### config.mk
export PLATFORM = sky130hd
export DESIGN_NAME = ser_tx_top
export DESIGN_NICKNAME = d
export VERILOG_FILES = /design/src/rtl/ser_tx_pkg.sv /design/src/rtl/ser_word_fifo.sv /design/src/rtl/ser_shifter.sv /design/src/rtl/ser_line_ctrl.sv /design/src/rtl/ser_tx_top.sv
export SDC_FILE = /design/constraint.sdc
export NUM_CORES = 1
export LEC_CHECK = 0
export ABC_AREA = 1
export BUFFER_PORTS_ARGS = -buffer_cell sky130_fd_sc_hd__buf_4
export CORE_UTILIZATION = 50
export CTS_CLUSTER_SIZE = 10
export DETAILED_ROUTE_END_ITERATION = 6
export PLACE_DENSITY = 0.74
export SKIP_LAST_GASP = 1
export SYNTH_ARGS = -nofsm -noshare
export SYNTH_HDL_FRONTEND = slang
export SYNTH_SLANG_ARGS = --single-unit
### constraint.sdc
create_clock -name clk -period 2.7 [get_ports clk]
set_input_delay 0.54 -clock clk [delete_from_list [all_inputs] [get_ports clk]]
set_output_delay 0.54 -clock clk [all_outputs]
set_load 0.005 [all_outputs]
### src/rtl/ser_tx_pkg.sv
package ser_tx_pkg;

  typedef enum logic [1:0] {
    LINE_HOLD = 2'd0,
    LINE_DATA = 2'd1,
    LINE_WRAP = 2'd2
  } line_mode_e;

  // Fill level after one cycle of accepted writes and reads.
  function automatic int unsigned level_after(input int unsigned lvl,
                                              input logic wr,
                                              input logic rd);
    return lvl + 32'(wr) - 32'(rd);
  endfunction

  // Hold state wins over wrap; wrap wins over data.
  function automatic line_mode_e pick_mode(input logic in_rst,
                                           input logic locked,
                                           input logic wrap);
    if (in_rst || !locked) return LINE_HOLD;
    if (wrap) return LINE_WRAP;
    return LINE_DATA;
  endfunction

endpackage

### src/rtl/ser_word_fifo.sv
module ser_word_fifo #(
  parameter int W     = 10,
  parameter int DEPTH = 4,
  parameter int PRIME = 2
) (
  input  logic         clk,
  input  logic         rst_n,
  input  logic         clr,
  input  logic         wr_stb,
  input  logic [W-1:0] wr_data,
  input  logic         rd_stb,
  output logic [W-1:0] rd_data,
  output logic         err
);
  localparam int PW = (DEPTH > 1) ? $clog2(DEPTH) : 1;
  localparam int LW = $clog2(DEPTH + 1);
  localparam logic [LW-1:0] LVL_FULL  = LW'(DEPTH);
  localparam logic [LW-1:0] LVL_PRIME = LW'(PRIME);
  localparam logic [PW-1:0] PTR_LAST  = PW'(DEPTH - 1);
  localparam logic [PW-1:0] PTR_PRIME = PW'(PRIME % DEPTH);

  logic [W-1:0]  mem [DEPTH];
  logic [PW-1:0] wp, rp;
  logic [LW-1:0] lvl, lvl_nxt;
  logic          wr_ok, rd_ok, lvl_edge;

  function automatic logic [PW-1:0] bump(input logic [PW-1:0] p);
    return (p == PTR_LAST) ? '0 : p + 1'b1;
  endfunction

  assign wr_ok    = wr_stb && (lvl != LVL_FULL);
  assign rd_ok    = rd_stb && (lvl != '0);
  assign lvl_nxt  = LW'(ser_tx_pkg::level_after(32'(lvl), wr_ok, rd_ok));
  assign lvl_edge = (wr_ok || rd_ok) && ((lvl_nxt == '0) || (lvl_nxt == LVL_FULL));
  assign rd_data  = rd_ok ? mem[rp] : '0;

  for (genvar i = 0; i < DEPTH; i++) begin : g_slot
    always_ff @(posedge clk) begin
      if (!rst_n || clr) mem[i] <= '0;
      else if (wr_ok && (wp == PW'(i))) mem[i] <= wr_data;
    end
  end

  always_ff @(posedge clk) begin
    if (!rst_n || clr) begin
      wp  <= PTR_PRIME;
      rp  <= '0;
      lvl <= LVL_PRIME;
      err <= 1'b0;
    end else begin
      if (wr_ok) wp <= bump(wp);
      if (rd_ok) rp <= bump(rp);
      lvl <= lvl_nxt;
      err <= err | lvl_edge;
    end
  end


  fifo_full_hold_chk: assert property (@(posedge clk) disable iff (!rst_n)
    (wr_stb && (lvl == LVL_FULL) && !clr) |=> $stable(wp));

  no_overflow_chk: assert property (@(posedge clk) disable iff (!rst_n)
    lvl <= LVL_FULL);

  err_sticky_chk: assert property (@(posedge clk) disable iff (!rst_n)
    (err && !clr) |=> err);
endmodule

### src/rtl/ser_shifter.sv
module ser_shifter #(
  parameter int W = 10
) (
  input  logic         clk,
  input  logic         rst_n,
  input  logic         clr,
  input  logic         ld_stb,
  input  logic [W-1:0] ld_word,
  output logic         ser_bit
);
  localparam int CW = $clog2(W);
  localparam logic [CW-1:0] GAP_TOP = CW'(W - 1);

  logic [W-1:0]  shreg;
  logic [CW-1:0] gap;
  logic          seen_ld;
  logic          load_evt;

  assign load_evt = ld_stb && !clr;
  assign ser_bit  = shreg[0];

  always_ff @(posedge clk) begin
    if (!rst_n || clr) shreg <= '0;
    else if (load_evt) shreg <= ld_word;
    else shreg <= shreg >> 1;
  end

  always_ff @(posedge clk) begin
    if (!rst_n || clr) begin
      gap     <= '0;
      seen_ld <= 1'b0;
    end else if (load_evt) begin
      gap     <= '0;
      seen_ld <= 1'b1;
    end else if (gap != GAP_TOP) begin
      gap <= gap + 1'b1;
    end
  end


  load_spacing_chk: assert property (@(posedge clk) disable iff (!rst_n)
    (load_evt && seen_ld) |-> (gap == GAP_TOP));
endmodule

### src/rtl/ser_line_ctrl.sv
module ser_line_ctrl
  import ser_tx_pkg::*;
(
  input  logic clk,
  input  logic rst_n,
  input  logic tx_rst,
  input  logic pll_lock,
  input  logic wrap_en,
  input  logic ser_bit,
  output logic line_p,
  output logic line_n,
  output logic wrap_ser,
  output logic locked
);
  line_mode_e mode;

  always_ff @(posedge clk) begin
    if (!rst_n) locked <= 1'b0;
    else if (pll_lock) locked <= 1'b1;
  end

  assign mode = pick_mode(tx_rst, locked, wrap_en);

  always_comb begin
    line_p   = 1'b0;
    line_n   = 1'b1;
    wrap_ser = 1'b0;
    case (mode)
      LINE_DATA: begin
        line_p = ser_bit;
        line_n = ~ser_bit;
      end
      LINE_WRAP: begin
        line_p   = 1'b1;
        line_n   = 1'b1;
        wrap_ser = ser_bit;
      end
      default: ;
    endcase
  end


  lock_sticky_chk: assert property (@(posedge clk) disable iff (!rst_n)
    locked |=> locked);
endmodule

### src/rtl/ser_tx_top.sv
module ser_tx_top #(
  parameter int W     = 10,
  parameter int DEPTH = 4,
  parameter int PRIME = 2
) (
  input  logic         clk,
  input  logic         rst_n,
  input  logic         cap_stb,
  input  logic [W-1:0] tx_word,
  input  logic         ld_stb,
  input  logic         tx_rst,
  input  logic         pll_lock,
  input  logic         wrap_en,
  output logic         line_p,
  output logic         line_n,
  output logic         wrap_ser,
  output logic         fifo_err
);
  logic [W-1:0] q_word;
  logic         ser_bit;
  logic         locked;

  ser_word_fifo #(.W(W), .DEPTH(DEPTH), .PRIME(PRIME)) u_fifo (
    .clk(clk), .rst_n(rst_n), .clr(tx_rst),
    .wr_stb(cap_stb), .wr_data(tx_word),
    .rd_stb(ld_stb), .rd_data(q_word), .err(fifo_err)
  );

  ser_shifter #(.W(W)) u_shift (
    .clk(clk), .rst_n(rst_n), .clr(tx_rst),
    .ld_stb(ld_stb), .ld_word(q_word), .ser_bit(ser_bit)
  );

  ser_line_ctrl u_line (
    .clk(clk), .rst_n(rst_n), .tx_rst(tx_rst), .pll_lock(pll_lock),
    .wrap_en(wrap_en), .ser_bit(ser_bit),
    .line_p(line_p), .line_n(line_n), .wrap_ser(wrap_ser), .locked(locked)
  );


  rst_hold_chk: assert property (@(posedge clk) disable iff (!rst_n)
    tx_rst |-> (!line_p && line_n && !wrap_ser));

  unlocked_hold_chk: assert property (@(posedge clk) disable iff (!rst_n)
    !locked |-> (!line_p && line_n));

  wrap_levels_chk: assert property (@(posedge clk) disable iff (!rst_n)
    (locked && wrap_en && !tx_rst) |-> (line_p && line_n && (wrap_ser == ser_bit)));

  data_levels_chk: assert property (@(posedge clk) disable iff (!rst_n)
    (locked && !wrap_en && !tx_rst) |-> ((line_p == ser_bit) && (line_n != ser_bit) && !wrap_ser));
endmodule

==> results.toml, run 1 <==
[setup_path]
setup.worst_path.end_class = "flop"
worstPathArrival_ns = 2.44
crit_type = "reg2reg"
path_max_fanout = 5
crit_required_ns = 2.97
critPathLaunchType = "flop"

[sta]
maxSlewViolCount = 0
period_needed_ns = 2.17
layout_setup_ws_ns = 0.530
max_slew_margin_pct = 62.8
fin_worst_skew_ns = 0.00572
setup_total_negative_slack_ns = 0
period_share_pct = 80.4
grt_setup_unrepaired = "false"
tightestPinTransition_ns = 0.557
finalSetupViolations = 0
hold_viol_final = 0
fmax_ghz = 0.461

[outcome]
run_status = "finished clean"

[route]
post_drt_wl_per_cell_um = 13.3
drtIter0Drc = 95
drc = 0
vias = 2011
wirelength_mm = 5.39
viasPerCell = 4.95
drtAntennaViolNets = 0
dr.pass1.iters = 4

[yosys]
ys_seq_area_share_pct = 57.6
synth_area_um2 = 2820
synth.avg_cell_area_um2 = 9.23
synthCells = 305
synth.distinct_cells = 30
yosysTopAreaCellShare_pct = 42.7
ys_warn_count = 0
post-synth-top-area-cell = "edfxtp_1"
synth_seq_cells = 61
ys_top_cells_by_area = "edfxtp_1 (43%), dfxtp_1 (15%), nor2_1 (8.5%)"
syn_nets = 330

[floorplanning]
rows = 26
coreArea_um2 = 5270
chipWidth_um = 77.0
num_io_pins = 21
die_h_um = 77.0
start_util_pct = 53.4
dieArea_um2 = 5930

[clock_network]
cts_buffers = 9
cts.sinks = 61
h-tree-depth = 3
clk_pin_slew_ns = 0.06
cts-hold-fix-buffers = 0
cts_setup_buffers = 0
clock_latency_ns = 0.34
clk_path_buf_depth = 2
cts_resized = 0
cts_root_buf = "clkbuf_8"
cts_tree = "built"

[cells_and_area]
postLayoutCoreUtil_pct = 60.9
drive_gt1_share_pct = 15.2
num_antenna_cells = 0
fin_cells = 406
area_growth_pct = 14.1
fin_nets = 356
final_cell_area_um2 = 3210

[place]
place_area_um2 = 3010
dp_slack_ns = 0.477
dp.final_hpwl_mm = 3.45
routabilityCongestion = 0.748
placedCellCount = 390
port_buffers = 20

[global_route]
overflow = 0
grt_max_degree = 22
grt_pass1_vias = 1940
grt_pass1_wl_mm = 9.09
antenna_found_initial = 0
grt_usage_pct = 20.7

[run]
maxCapViolCount = 0

[power]
leakagePower_nw = 1.45
powerDensity_nw_per_um2 = 659
peakVddDrop_mv = 0.426

[min_path]
hp-class = "in2reg"
state kept, by name, indices dropped and copies added, names as in the netlist, named ones only:
signal	cells
u_line.locked	1
u_fifo.err	1
u_fifo.wp	2
u_fifo.mem	40
u_shift.shreg	10
u_fifo.rp	2
u_fifo.lvl	3
cell families after synthesis:
logic type | count (synthesis) | synth area share (%)
compound gates | 30 | 5.91
xor+xnor | 1 | 0.311
fa+ha+maj | 8 | 3.82
buf+inv | 57 | 9.11
flops | 61 | 57.6
simple gates | 148 | 23.2
layout make-up:
cell class	instances	area, µm²
clock buffer	10	128
clock inverter	6	77.6
fill	486	2060
inverter	50	195
multi-input combinational	187	937
sequential	61	1620
tap	70	87.6
timing repair buffer	22	165
through the flow:
step	total power, mW	hold WS (ns)
2_1_floorplan	1.22	0.431
3_3_place_gp	1.27	0.437
3_5_place_dp	1.28	0.442
4_1_cts	2.13	0.396
5_1_grt	2.20	0.397
6_report	2.12	0.407
critical path, cell delays in order (launching register included):
cell and delay, ns:
dfxtp_1 0.35, nor2_2 0.19, nand2_1 0.09, nand2_2 0.12
inv_1 0.08, ha_1 0.29, inv_1 0.05, ha_1 0.13
inv_1 0.05, fa_1 0.49, inv_1 0.04, nor2_1 0.07
nand2_1 0.06, a21oi_1 0.10
per-layer routing:
| layer | global-route usage (%) | up-vias | wire length (µm) |
|---|---|---|---|
| met5 | 0 | - | 0 |
| met4 | 9.62 | 0 | 101 |
| met3 | 5.48 | 8 | 339 |
| met2 | 35.3 | 66 | 2500 |
| met1 | 24.4 | 925 | 2460 |
| li1 | - | 1012 | - |
worst paths after layout:
path / start / end / slack [ns] / depth (start not counted)
worst min register to register: u_shift.shreg[2]$_SDFF_PN0_ / u_shift.shreg[1]$_SDFF_PN0_ / 0.45 / 2
worst max-delay path: u_fifo.lvl[1]$_SDFF_PN1_ / u_fifo.err$_SDFF_PN0_ / 0.53 / 13
worst max register to register: u_fifo.lvl[1]$_SDFF_PN1_ / u_fifo.err$_SDFF_PN0_ / 0.53 / 13
worst min-delay path: pll_lock / u_line.locked$_SDFFE_PN0P_ / 0.41 / 2
report_power, final:
part           leakage (nW)  total [mW]  internal [mW]  switching [mW]
sequential            0.621        1.06           1.04          0.0213
clock                 0.105       0.856          0.510           0.346
combinational         0.722       0.199         0.0720           0.127
synthesized netlist by cell type, drive strengths merged:
cell and n:
a21boi 1, o21ai 18, o21a 1, nand3 19, ha 7, a21oi 9, edfxtp 40, nor2 66
o211ai 1, dfxtp 21, inv 50, fa 1, xnor2 1, buf 7, nand4 1, nand2 62
cells in the final DEF (no fill, tap or decap):
| cell type | n |
|---|---|
| nor2_1 | 64 |
| nand2_1 | 58 |
| inv_1 | 46 |
| edfxtp_1 | 40 |
| buf_4 | 22 |
| dfxtp_1 | 21 |
| o21ai_0 | 17 |
| nand3_1 | 15 |
| clkbuf_8 | 9 |
| a21oi_1 | 8 |
| ha_1 | 7 |
| nand3_4 | 3 |
| nand2_2 | 2 |
| nand2_4 | 2 |
| inv_2 | 2 |
| clkinv_1 | 2 |
| clkinv_2 | 2 |
| bufinv_16 | 2 |
| nor2_2 | 1 |
| inv_4 | 1 |
| nand4_1 | 1 |
| inv_6 | 1 |
| nor2_4 | 1 |
| a21oi_2 | 1 |
| o21ai_1 | 1 |
| xnor2_1 | 1 |
| o21a_1 | 1 |
| o211ai_2 | 1 |
| a21boi_1 | 1 |
| nand3_2 | 1 |
| fa_1 | 1 |
| clkbuf_1 | 1 |
(Power assumes the default switching activity.)
==> run 2, diff against run 1 <==
- clock period: 2.7 -> 2.2 ns (I/O delays scaled with it)
==> results.toml, run 2 (synthesized netlist as in run 1, its figures left out) <==
[clock_network]
cts.sinks = 61
cts_setup_buffers = 0
h-tree-depth = 3
cts_root_buf = "clkbuf_8"
cts-hold-fix-buffers = 0
cts_buffers = 9
clk_pin_slew_ns = 0.06
clock_latency_ns = 0.33
clk_path_buf_depth = 2
cts_tree = "built"
cts_resized = 0

[cells_and_area]
fin_nets = 357
area_growth_pct = 12.8
postLayoutCoreUtil_pct = 60.3
top_register = "u_fifo.mem"
final_common_cell = "nor2_1"
num_antenna_cells = 0
reg_top3 = "u_fifo.mem x40, u_shift.shreg x10, u_fifo.lvl x3"
final_cell_mix = "nor2_1 (64), nand2_1 (58), inv_1 (46)"
largest_reg_flops = 40
drive_gt1_share_pct = 15.1
fillCellCount = 465
final_cell_area_um2 = 3180
fin_cells = 407

[floorplanning]
rows = 26
start_util_pct = 53.4
num_io_pins = 21
dieArea_um2 = 5930
chipWidth_um = 77.0
die_h_um = 77.0
coreArea_um2 = 5270

[sta]
layout_setup_ws_ns = 0.147
fin_worst_skew_ns = 0.00527
tightestPinTransition_ns = 0.580
maxSlewViolCount = 0
hold_ws_ns = 0.307
period_share_pct = 93.3
period_needed_ns = 2.05
finalSetupViolations = 0
fmax_ghz = 0.487
hold_viol_final = 0
max_slew_margin_pct = 61.3

[place]
placedCellCount = 391
place_area_um2 = 3010
port_buffers = 20
dp_slack_ns = 0.0834
routabilityCongestion = 0.745
dp.final_hpwl_mm = 3.50

[run]
maxCapViolCount = 0

[setup_path]
crit_required_ns = 2.47
crit_type = "reg2reg"
critPathLaunchType = "flop"
cp_cell_sequence = "nor2_4 > nand2_1 > nand2_2 > inv_1 > ha_1 > inv_1 > ha_1 > inv_1 > fa_1 > inv_1 > nor2_1 > nand2_1 > a21oi_2"
path_max_fanout = 3
worstReg2RegStart = "u_fifo.lvl[0]$_SDFF_PN0_"
worstPathArrival_ns = 2.32
critPathMaxStageDelay_ns = 0.50
cp-startpoint = "u_fifo.lvl[0]$_SDFF_PN0_"
path_common_cell = "inv_1"
rrSetupSlack_ns = 0.15
cp_slowest_cell = "fa_1"
setup.worst_path.end_class = "flop"

[power]
leakagePower_nw = 1.43
peakVddDrop_mv = 0.384
powerDensity_nw_per_um2 = 744

[global_route]
antenna_found_initial = 0
grt_max_degree = 21
grt_pass1_wl_mm = 8.75
overflow = 0
grt_pass1_vias = 1880
grt_usage_pct = 20.1

[route]
viasPerCell = 4.96
drc = 0
drtAntennaViolNets = 0
wirelength_mm = 5.35
dr.pass1.iters = 4
vias = 2018
post_drt_wl_per_cell_um = 13.1
drtIter0Drc = 141

[min_path]
worstHoldStart = "pll_lock"
hp-class = "in2reg"

[outcome]
run_status = "finished clean"
[run 2: changes by cell type in the layout (fill, tap and decap cells not counted)]
cell	previous run	this run
a21oi_2	1	2
a21oi_1	8	7
buf_4	22	23
nor2_4	1	2
dfxtp_2	0	1
clkinv_2	2	1
clkbuf_1	1	4
nor2_2	1	0
dfxtp_1	21	20
bufinv_16	2	0
[run 2: worst paths after layout]
| kind | endpoint | cells past startpoint |
|---|---|---|
| max | u_fifo.err$_SDFF_PN0_ | 13 |
| min reg2reg | u_shift.shreg[8]$_SDFF_PN0_ | 2 |
| max reg2reg | u_fifo.err$_SDFF_PN0_ | 13 |
| min | u_line.locked$_SDFFE_PN0P_ | 2 |
[run 2: power by group]
part	total, mW	switching [mW]	internal, mW
clock network	0.807	0.406	0.401
registers	1.31	0.0309	1.28
logic	0.249	0.157	0.0923
[run 2: stage by stage]
stage	power (mW)	TNS, ns
finish	2.36	0
CTS	2.37	0
global route	2.46	-0.000874
detailed placement	1.58	0
floorplan	1.50	0
global placement	1.57	0
[run 2: final cells by class]
class                   instances  area [µm²]  area share (%)
clock buffers                  13         139            4.37
clock inverters                 3        12.5           0.394
inverters                      50         195            6.15
multi-input cells             187         946            29.8
flip-flops and latches         61        1620            51.1
well taps                      70        87.6            2.76
repair buffers                 23         173            5.44
[run 2: metal layers]
layer | up-vias | GRT usage, % | share of wire [%]
met5 | - | 0 | 0
met1 | 935 | 25.6 | 47
li1 | 1017 | - | -
met4 | 0 | 12.1 | 1.7
met2 | 57 | 31.6 | 46
met3 | 9 | 3.93 | 5.1
[run 2: worst max-delay path: cells and delay by family, from the launching register on]
family | cells | cell delay [ns]
buffers and inverters | 4 | 0.21
DFF | 1 | 0.33
AOI/OAI and AO/OA | 1 | 0.11
adders and majority gates | 3 | 0.91
and+or+nand+nor | 5 | 0.42
==> run 3, diff against run 2 <==
- REMOVE_ABC_BUFFERS: not set -> 1
==> results.toml, run 3 (synthesized netlist as in run 1, its figures left out) <==
[power]
peakVddDrop_mv = 0.354
leakagePower_nw = 1.44
powerDensity_nw_per_um2 = 731
totalPowerFinal_mw = 2.35

[setup_path]
crit_type = "reg2reg"
r2r_end = "u_fifo.err$_SDFF_PN0_"
critPathMaxStageDelay_ns = 0.56
worstPathArrival_ns = 2.35
worstReg2RegStart = "u_fifo.lvl[1]$_SDFF_PN1_"
critPathLaunchType = "flop"
cp_slowest_cell = "fa_1"
crit_required_ns = 2.46
rrSetupSlack_ns = 0.12
path_common_cell = "inv_2"
cp_cell_sequence = "nor2_4 > nand2_1 > nand2_2 > inv_2 > ha_4 > inv_2 > ha_2 > inv_2 > fa_1 > inv_1 > nor2_1 > nand2_1 > a21oi_2"
r2r_cells = 13
path_max_fanout = 3
setup.worst_path.end_class = "flop"

[route]
drc = 0
drtAntennaViolNets = 0
dr.pass1.iters = 5
wirelength_mm = 5.34
post_drt_wl_per_cell_um = 13.1
vias = 1986
drtIter0Drc = 139
viasPerCell = 4.87

[place]
port_buffers = 20
placedCellCount = 392
dp_slack_ns = 0.0522
place_area_um2 = 3020
dp.final_hpwl_mm = 3.47
routabilityCongestion = 0.761

[sta]
layout_setup_ws_ns = 0.116
tightestPinTransition_ns = 0.566
fmax_ghz = 0.480
fin_worst_skew_ns = 0.00500
hold_viol_final = 0
max_slew_margin_pct = 62.2
finalSetupViolations = 0
period_share_pct = 94.7
maxSlewViolCount = 0
period_needed_ns = 2.08

[min_path]
worstHoldStart = "pll_lock"
hp-class = "in2reg"
whs_path_depth = 2
hold_end = "u_line.locked$_SDFFE_PN0P_"

[cells_and_area]
area_growth_pct = 14.1
reg_top3 = "u_fifo.mem x40, u_shift.shreg x10, u_fifo.lvl x3"
num_antenna_cells = 0
multi_input_area_um2 = 961
fin_cells = 408
final_cell_area_um2 = 3210
fin_nets = 360
drive_gt1_share_pct = 18.3
final_common_cell = "nor2_1"
fillCellCount = 486
regArea_um2 = 1630
postLayoutCoreUtil_pct = 60.9
top_register = "u_fifo.mem"
final_cell_mix = "nor2_1 (64), nand2_1 (58), inv_1 (43)"
largest_reg_flops = 40

[floorplanning]
start_util_pct = 53.4
num_io_pins = 21
dieArea_um2 = 5930
die_h_um = 77.0
rows = 26
coreArea_um2 = 5270
chipWidth_um = 77.0

[global_route]
grt_pass1_vias = 1834
antenna_found_initial = 0
grt_max_degree = 21
grt_pass1_wl_mm = 8.51
overflow = 0
grt_usage_pct = 19.7

[clock_network]
clk_pin_slew_ns = 0.06
cts_buffers = 9
cts-hold-fix-buffers = 0
clock_latency_ns = 0.33
h-tree-depth = 3
cts.sinks = 61
cts_root_buf = "clkbuf_8"
cts_tree = "built"
clk_path_buf_depth = 2

[run]
maxCapViolCount = 0

[outcome]
run_status = "finished clean"
-- run 3: area by class of cell --
type | count | area share, %
repair buffers | 26 | 6.08
multi-input cells | 187 | 29.9
clock inverters | 4 | 0.545
inverters | 50 | 6.08
clock buffers | 10 | 3.97
well taps | 70 | 2.73
flip-flops and latches | 61 | 50.7
-- run 3: critical path: cells and delay by family (launching register included) --
kind,cells,cell delay (ns)
AND/OR/NAND/NOR,5,0.42
AO/OA/AOI/OAI,1,0.12
flip-flops,1,0.36
buffers and inverters,4,0.18
adder cells (fa/ha/maj),3,0.94
-- run 3: timing repair --
| item | CTS | global route |
|---|---|---|
| endpoints found under the hold margin | 0 | 0 |
| endpoints found under the setup margin | 0 | 2 |
| setup buffers | 0 | 2 |
| resized for setup | 0 | 11 |
-- run 3: worst max path at each step --
stage / startpoint / end
finish: u_fifo.lvl[1]$_SDFF_PN1_ / u_fifo.err$_SDFF_PN0_
global route: u_fifo.lvl[1]$_SDFF_PN1_ / u_fifo.err$_SDFF_PN0_
CTS: u_fifo.lvl[1]$_SDFF_PN1_ / u_fifo.err$_SDFF_PN0_
detailed placement: u_fifo.lvl[1]$_SDFF_PN1_ / u_fifo.err$_SDFF_PN0_
global placement: u_fifo.lvl[1]$_SDFF_PN1_ / u_fifo.err$_SDFF_PN0_
floorplan: u_fifo.lvl[1]$_SDFF_PN1_ / u_fifo.err$_SDFF_PN0_
-- run 3: report_power, final --
part,switching [mW],leakage [nW],internal (mW),total [mW]
Combinational,0.163,0.739,0.104,0.267
Sequential,0.0288,0.622,1.28,1.31
Clock,0.390,0.0768,0.384,0.774
Total,0.582,1.44,1.77,2.35
-- run 3: metrics by stage --
stage               TNS (ns)  hold WS (ns)
floorplan                  0         0.431
global placement           0         0.436
detailed placement         0         0.440
CTS                        0         0.294
global route         -0.0469         0.294
finish                     0         0.305
-- run 3: layer usage --
| layer | vias up | track usage (%) | part of all wire (%) |
|---|---|---|---|
| li1 | 1019 | - | - |
| met1 | 902 | 23.6 | 44 |
| met2 | 56 | 31.5 | 48 |
| met3 | 9 | 5.36 | 5.8 |
| met4 | 0 | 11.7 | 1.9 |
| met5 | - | 0 | 0 |
